===== src/rtl/csl_pkg.sv =====
package csl_pkg;

    localparam int PHASES  = 6;
    localparam int PHASE_W = 3;

    typedef enum logic [1:0] {
        ACT_NONE  = 2'd0,
        ACT_CHG   = 2'd1,
        ACT_MAINT = 2'd2,
        ACT_FAULT = 2'd3
    } activity_e;

    typedef enum logic [1:0] {
        CM_ONE_SER  = 2'd0,
        CM_TWO_SER  = 2'd1,
        CM_PARALLEL = 2'd2
    } charge_mode_e;

    typedef enum logic [1:0] {
        DM_0 = 2'd0,
        DM_1 = 2'd1,
        DM_2 = 2'd2
    } dispmode_e;

    typedef enum logic [1:0] {
        STRAP_LOW  = 2'd0,
        STRAP_OPEN = 2'd1,
        STRAP_HIGH = 2'd2
    } strap_e;

    typedef enum logic [2:0] {
        PAT_OFF,
        PAT_STEADY,
        PAT_SLOW,
        PAT_HALF,
        PAT_QUICK
    } pattern_e;

    function automatic strap_e strap_from_levels(input logic up_lvl, input logic dn_lvl);
        if (up_lvl && dn_lvl)        return STRAP_HIGH;
        else if (up_lvl && !dn_lvl)  return STRAP_OPEN;
        else                         return STRAP_LOW;
    endfunction

    function automatic activity_e more_urgent(input activity_e a, input activity_e b);
        if (a == ACT_FAULT || b == ACT_FAULT)      return ACT_FAULT;
        else if (a == ACT_CHG || b == ACT_CHG)     return ACT_CHG;
        else if (a == ACT_MAINT || b == ACT_MAINT) return ACT_MAINT;
        else                                       return ACT_NONE;
    endfunction

    function automatic pattern_e pattern_for(input dispmode_e dm, input activity_e act);
        pattern_e p;
        p = PAT_OFF;
        unique case (act)
            ACT_NONE:  p = PAT_OFF;
            ACT_FAULT: p = PAT_QUICK;
            ACT_CHG: begin
                unique case (dm)
                    DM_0:    p = PAT_STEADY;
                    DM_1:    p = PAT_HALF;
                    default: p = PAT_SLOW;
                endcase
            end
            ACT_MAINT: begin
                unique case (dm)
                    DM_0:    p = PAT_SLOW;
                    DM_1:    p = PAT_STEADY;
                    default: p = PAT_HALF;
                endcase
            end
        endcase
        return p;
    endfunction

    function automatic logic pattern_low(input pattern_e p, input logic [PHASE_W-1:0] ph);
        logic v;
        v = 1'b0;
        unique case (p)
            PAT_OFF:    v = 1'b0;
            PAT_STEADY: v = 1'b1;
            PAT_SLOW:   v = (ph < 3'd5);
            PAT_HALF:   v = (ph < 3'd3);
            PAT_QUICK:  v = ~ph[0];
            default:    v = 1'b0;
        endcase
        return v;
    endfunction

endpackage


===== src/rtl/csl_strap_probe.sv =====
module csl_strap_probe
    import csl_pkg::*;
#(
    parameter int TEST_CYCLES = 625000
) (
    input  logic         clk,
    input  logic         rst_n,
    input  logic         strap_lvl,
    input  logic         dsel_lvl,
    output logic         test_src_en,
    output logic         test_snk_en,
    output logic         cfg_valid,
    output charge_mode_e mode,
    output dispmode_e    dmode
);

    localparam int CW = (TEST_CYCLES > 1) ? $clog2(TEST_CYCLES) : 1;
    localparam logic [CW-1:0] CNT_LAST = CW'(TEST_CYCLES - 1);

    typedef enum logic [1:0] {
        PROBE_SOURCE,
        PROBE_SINK,
        ACTIVE
    } probe_state_e;

    probe_state_e  state, nxt;
    logic [CW-1:0] cnt;
    logic          up_strap, up_dsel;
    strap_e        strap_dec, dsel_dec;
    logic          last;

    assign last      = (cnt == CNT_LAST);
    assign strap_dec = strap_from_levels(up_strap, strap_lvl);
    assign dsel_dec  = strap_from_levels(up_dsel, dsel_lvl);

    always_comb begin
        nxt = state;
        unique case (state)
            PROBE_SOURCE: if (last) nxt = PROBE_SINK;
            PROBE_SINK:   if (last) nxt = ACTIVE;
            ACTIVE:       nxt = ACTIVE;
            default:      nxt = PROBE_SOURCE;
        endcase
    end

    always_ff @(posedge clk or negedge rst_n) begin
        if (!rst_n) begin
            state <= PROBE_SOURCE;
            cnt   <= '0;
        end else begin
            state <= nxt;
            if (state != nxt)
                cnt <= '0;
            else if (state != ACTIVE)
                cnt <= cnt + 1'b1;
        end
    end

    always_ff @(posedge clk or negedge rst_n) begin
        if (!rst_n) begin
            up_strap <= 1'b0;
            up_dsel  <= 1'b0;
            mode     <= CM_ONE_SER;
            dmode    <= DM_0;
        end else begin
            if (state == PROBE_SOURCE && last) begin
                up_strap <= strap_lvl;
                up_dsel  <= dsel_lvl;
            end
            if (state == PROBE_SINK && last) begin
                unique case (strap_dec)
                    STRAP_LOW:  mode <= CM_ONE_SER;
                    STRAP_OPEN: mode <= CM_TWO_SER;
                    default:    mode <= CM_PARALLEL;
                endcase
                unique case (dsel_dec)
                    STRAP_LOW:  dmode <= DM_0;
                    STRAP_OPEN: dmode <= DM_1;
                    default:    dmode <= DM_2;
                endcase
            end
        end
    end

    always_comb begin
        test_src_en = 1'b0;
        test_snk_en = 1'b0;
        cfg_valid   = 1'b0;
        unique case (state)
            PROBE_SOURCE: test_src_en = 1'b1;
            PROBE_SINK:   test_snk_en = 1'b1;
            ACTIVE:       cfg_valid   = 1'b1;
            default:      cfg_valid   = 1'b0;
        endcase
    end

endmodule


===== src/rtl/csl_timebase.sv =====
module csl_timebase
    import csl_pkg::*;
#(
    parameter int SUB_CYCLES = 20000000
) (
    input  logic clk,
    input  logic rst_n,
    output logic base_tick
);

    localparam int SW = (SUB_CYCLES > 1) ? $clog2(SUB_CYCLES) : 1;
    localparam logic [SW-1:0]      SUB_LAST  = SW'(SUB_CYCLES - 1);
    localparam logic [PHASE_W-1:0] SLOT_LAST = PHASE_W'(PHASES - 1);

    logic [SW-1:0]      sub_cnt;
    logic [PHASE_W-1:0] slot_cnt;

    always_ff @(posedge clk or negedge rst_n) begin
        if (!rst_n) begin
            sub_cnt  <= '0;
            slot_cnt <= '0;
        end else if (sub_cnt == SUB_LAST) begin
            sub_cnt  <= '0;
            slot_cnt <= (slot_cnt == SLOT_LAST) ? '0 : slot_cnt + 1'b1;
        end else begin
            sub_cnt <= sub_cnt + 1'b1;
        end
    end

    assign base_tick = (sub_cnt == SUB_LAST) && (slot_cnt == SLOT_LAST);

endmodule


===== src/rtl/csl_blink_lane.sv =====
module csl_blink_lane
    import csl_pkg::*;
#(
    parameter int SUB_CYCLES = 20000000
) (
    input  logic      clk,
    input  logic      rst_n,
    input  logic      run,
    input  activity_e act_in,
    input  dispmode_e dm,
    output logic      sink
);

    localparam int SW = (SUB_CYCLES > 1) ? $clog2(SUB_CYCLES) : 1;
    localparam logic [SW-1:0]      SUB_LAST  = SW'(SUB_CYCLES - 1);
    localparam logic [PHASE_W-1:0] SLOT_LAST = PHASE_W'(PHASES - 1);

    activity_e          act_q;
    logic [SW-1:0]      cyc;
    logic [PHASE_W-1:0] phase;

    always_ff @(posedge clk or negedge rst_n) begin
        if (!rst_n) begin
            act_q <= ACT_NONE;
            cyc   <= '0;
            phase <= '0;
        end else if (!run) begin
            act_q <= ACT_NONE;
            cyc   <= '0;
            phase <= '0;
        end else if (act_in != act_q) begin
            act_q <= act_in;
            cyc   <= '0;
            phase <= '0;
        end else if (cyc == SUB_LAST) begin
            cyc   <= '0;
            phase <= (phase == SLOT_LAST) ? '0 : phase + 1'b1;
        end else begin
            cyc <= cyc + 1'b1;
        end
    end

    always_comb begin
        sink = run && pattern_low(pattern_for(dm, act_q), phase);
    end

endmodule


===== src/rtl/cell_status_led_drv.sv =====
module cell_status_led_drv
    import csl_pkg::*;
#(
    parameter int SUB_CYCLES  = 20000000,
    parameter int TEST_CYCLES = 625000
) (
    input  logic       clk,
    input  logic       rst_n,
    input  logic [1:0] cell1_act,
    input  logic [1:0] cell2_act,
    input  logic       strap_lvl,
    input  logic       dsel_lvl,
    output logic       test_src_en,
    output logic       test_snk_en,
    output logic       cfg_valid,
    output logic [1:0] charge_mode,
    output logic       base_tick,
    output logic       led1_sink,
    output logic       led2_sink
);

    localparam int LANES = 2;

    charge_mode_e mode;
    dispmode_e    dmode;
    activity_e    a1, a2;
    activity_e    lane_act [LANES];
    logic [LANES-1:0] lane_sink;

    csl_strap_probe #(.TEST_CYCLES(TEST_CYCLES)) probe_i (
        .clk         (clk),
        .rst_n       (rst_n),
        .strap_lvl   (strap_lvl),
        .dsel_lvl    (dsel_lvl),
        .test_src_en (test_src_en),
        .test_snk_en (test_snk_en),
        .cfg_valid   (cfg_valid),
        .mode        (mode),
        .dmode       (dmode)
    );

    csl_timebase #(.SUB_CYCLES(SUB_CYCLES)) tb_i (
        .clk       (clk),
        .rst_n     (rst_n),
        .base_tick (base_tick)
    );

    assign a1 = activity_e'(cell1_act);
    assign a2 = activity_e'(cell2_act);

    always_comb begin
        unique case (mode)
            CM_ONE_SER: begin
                lane_act[0] = a1;
                lane_act[1] = ACT_NONE;
            end
            CM_TWO_SER: begin
                lane_act[0] = more_urgent(a1, a2);
                lane_act[1] = ACT_NONE;
            end
            default: begin
                lane_act[0] = a1;
                lane_act[1] = a2;
            end
        endcase
    end

    for (genvar g = 0; g < LANES; g++) begin : g_lane
        csl_blink_lane #(.SUB_CYCLES(SUB_CYCLES)) lane_i (
            .clk    (clk),
            .rst_n  (rst_n),
            .run    (cfg_valid),
            .act_in (lane_act[g]),
            .dm     (dmode),
            .sink   (lane_sink[g])
        );
    end

    assign charge_mode = mode;
    assign led1_sink   = lane_sink[0];
    assign led2_sink   = lane_sink[1];

endmodule


===== config.mk =====
export PLATFORM = sky130hd
export DESIGN_NAME = cell_status_led_drv
export DESIGN_NICKNAME = d
export VERILOG_FILES = /design/src/rtl/csl_pkg.sv /design/src/rtl/csl_strap_probe.sv /design/src/rtl/csl_timebase.sv /design/src/rtl/csl_blink_lane.sv /design/src/rtl/cell_status_led_drv.sv
export SDC_FILE = /design/constraint.sdc
export NUM_CORES = 1
export LEC_CHECK = 0
export BUFFER_PORTS_ARGS = -buffer_cell sky130_fd_sc_hd__buf_2
export CORE_MARGIN = 1.5
export CORE_UTILIZATION = 50
export DETAILED_ROUTE_END_ITERATION = 12
export PLACE_DENSITY = 0.76
export SLEW_MARGIN = 20
export SYNTH_ARGS = -nofsm -noshare
export SYNTH_HDL_FRONTEND = slang
export SYNTH_SLANG_ARGS = --single-unit

===== constraint.sdc =====
create_clock -name clk -period 2.3 [get_ports clk]
set_clock_uncertainty 0.15 [all_clocks]
set_input_delay 0.23 -clock clk [delete_from_list [all_inputs] [get_ports clk]]
set_output_delay 0.23 -clock clk [all_outputs]
set_load 0.05 [all_outputs]

==> flow_summary.ini <==
[layout]
final_cells = 832
syn2layout_area_growth_pct = 21.0
drive_above_1_share = 0.180
fin_nets = 688
antenna_cells = 0
fillers = 870

[synthesis]
synth_fp_nets = 632
syn_area_um2 = 6010
synth_top_cell_area_share = 0.483
muxShareOfSynthArea = 0.0127
ys_ff_latch = 116
async_reset_ff_frac = 1.00
synth.distinct_cells = 62
synthAdderAreaFrac = 0.00833
yosys_warnings = 0
yosys.area.top_type = dfrtp_1
synthSimpleGateAreaFrac = 0.293
netlist_top_cells_area = dfrtp_1 (48%), xor2_1 (6.9%), nor2_1 (6.3%)
synth_top_family_by_area = simple AND/OR/NAND/NOR gates
synth_edf_count = 0
avgSynthCellArea_um2 = 9.69
synth_cells = 620
synth_xor_area_frac = 0.117
ys_seq_area_frac = 0.483
synth_compound_area_frac = 0.0612
ys.flop_type = dfrtp_1

[run_status]
status = finished, violations left
violations = setup timing

[cts]
htree_levels = 4
insertion_delay_ps = 430
path_clk_slew_ps = 60
clkSinkCount = 116
numCtsBuffers = 17
cts_root_buffer = clkbuf_16
clockBufferDepth = 2
cts_tree = yes

[timing]
min_period_over_period = 1.08
min_period_ps = 2480
hold_viol_final = 0
setup_slack_ps = -180
rsz0062_at_grt = yes
tightest_slew_ps = 645
relSlewSlack = 0.566
final-setup-viol-count = 1
fin_hold_ws_ps = 148
fmax_mhz = 403
slew_viol_final = 0

[floorplan]
rows = 39
coreArea_um2 = 11600
io_pins = 16
dieArea_um2 = 12700
initial_core_util = 0.520
fp.dieW_um = 113
die_h_um = 113

[placed_design]
place_ws_ps = 131
port_buffers = 15
gp_congestion = 0.878
post-place-cells = 788
dp_hpwl_um = 8700

[worst_setup_path]
cp-startpoint = tb_i.sub_cnt[15]
cp-end-kind = output port
critPathMaxStageDelay_ps = 430
critPathKind = flop to output port
slowest_stage = dfrtp_1
reg2reg_from = g_lane[0].lane_i.cyc[0]
path_delay_family = simple AND/OR/NAND/NOR gates
start_kind = flop
crit_chain = nor4bb_2, nand3_2, nor3_4, nand2_2, nor3b_2, buf_6
crit_fanout = 4
path_buf_inv = 1
cp.required_ps = 1920
worst_ep_arrival_time_ps = 2100

[detailed_routing]
drtPass1Iterations = 5
vias_per_cell = 5.88
drtAntennaViolNets = 0
drt_iter0_drc = 412
wire_per_inst_um = 16.0
drt_wl_total_um = 13300
vias = 4892
route.detailed.drc = 0

[global_route]
grt_use_total = 0.223
antenna_found_initial = 0
grt_pass1_wl_um = 22500
grt_max_degree = 60
grt_pass1_vias = 4795
gr-total-overflow = 0

[power]
p_per_area_nw_per_um2 = 666
p_total_w = 0.00484
p_leak_nw = 3.08
ir_drop_mv = 0.518

[min_path]
hp-class = input port to async pin

[flow_run]
cap_violations = 0
-- flip-flops by register name (all words and copies together), names as in the netlist --
name                 cells
g_lane.lane_i.act_q      4
g_lane.lane_i.cyc       50
g_lane.lane_i.phase      6
probe_i.cnt             20
probe_i.dmode            2
probe_i.mode             2
probe_i.state            2
probe_i.up_dsel          1
probe_i.up_strap         1
tb_i.slot_cnt            3
tb_i.sub_cnt            25
-- path summary, 6_finish.rpt --
kind | end | slack, ps | cells past startpoint
setup / recovery | base_tick | -180 | 6
hold / removal | g_lane[0].lane_i.cyc[18] | 150 | 2
setup reg to reg | g_lane[0].lane_i.phase[2] | 130 | 6
hold reg to reg | g_lane[0].lane_i.cyc[0] | 340 | 1
max in group asynchronous | tb_i.sub_cnt[8] | 1160 | 3
min in group clk | g_lane[0].lane_i.cyc[0] | 340 | 1
-- stage by stage --
stage               setup TNS, ps  utilization  cell area, um2
CTS                          -194        0.620            7170
finish                       -180        0.629            7270
global route                 -264        0.629            7270
floorplan                    -127            -            6030
detailed placement              0        0.555            6410
global placement                0        0.555            6410
-- cells in the mapped netlist, drive strengths merged (2+ instances only) --
| cell | instances |
|---|---|
| a21o | 3 |
| a21oi | 17 |
| a221oi | 4 |
| a22o | 5 |
| a31oi | 3 |
| and2 | 3 |
| and3 | 16 |
| and3b | 2 |
| and4 | 10 |
| and4b | 3 |
| buf | 9 |
| clkbuf | 10 |
| dfrtp | 116 |
| ha | 4 |
| inv | 11 |
| mux2 | 5 |
| mux2i | 2 |
| nand2 | 38 |
| nand2b | 3 |
| nand3 | 52 |
| nand3b | 3 |
| nand4 | 31 |
| nor2 | 102 |
| nor2b | 7 |
| nor3 | 12 |
| nor3b | 3 |
| nor4 | 14 |
| nor4b | 5 |
| nor4bb | 2 |
| o21ai | 17 |
| o22ai | 3 |
| or2 | 3 |
| or3 | 8 |
| or3b | 2 |
| xnor2 | 33 |
| xor2 | 47 |
-- worst register-to-register path: stages (launching register included) --
cell and delay [ps]:
dfrtp_1 380, ha_1 230, and4_1 280, nand2_1 90, or3_4 410, or3b_1 350
a21oi_1 190
-- layout by cell type (no fill, tap or decap), drive strengths merged, types with 7 or more instances in the layout --
cell / n
dfrtp: 116
nor2: 102
nand3: 52
buf: 49
xor2: 47
nand2: 38
xnor2: 33
nand4: 31
clkbuf: 21
o21ai: 17
a21oi: 17
and3: 16
nor4: 14
inv: 13
nor3: 12
and4: 10
or3: 8
dlygate4sd3: 7
nor2b: 7
-- report_power, final --
part           switching, W  internal, W
sequential                0      0.00204
combinational     0.0000506    0.0000213
clock              0.000969      0.00176
total               0.00102      0.00382
-- cells by family (layout without fill, tap and decap cells) --
kind of cell | Yosys count | after routing
simple gates | 324 | 324
fa+ha+maj | 4 | 4
buf+inv | 30 | 99
xor+xnor | 80 | 80
flops | 116 | 116
mux | 7 | 7
compound gates | 59 | 59
-- per-layer routing --
layer	global-route usage	routed length, um
met5	0	0
met4	0.0979	206
met3	0.0583	663
met2	0.356	6460
met1	0.288	5970
-- repair_timing --
action                                  in CTS  in global routing
endpoints found under the setup margin       3                 15
pin swaps                                    3                 11
gates cloned                                 0                  0
hold buffers                                 7                  0
endpoints found under the hold margin       45                  0
resized for setup                           11                 24
buffers inserted                             5                  0
-- cell type report --
type                       instances  area [um2]  area share
multi-input combinational        474        3080       0.424
sequential                       116        2910       0.400
clock buffer                      21         460      0.0633
timing repair buffer              56         447      0.0614
tap                              143         179      0.0246
clock inverter                    11         150      0.0206
inverter                          11        43.8     0.00602
(Power assumes the default switching activity.)
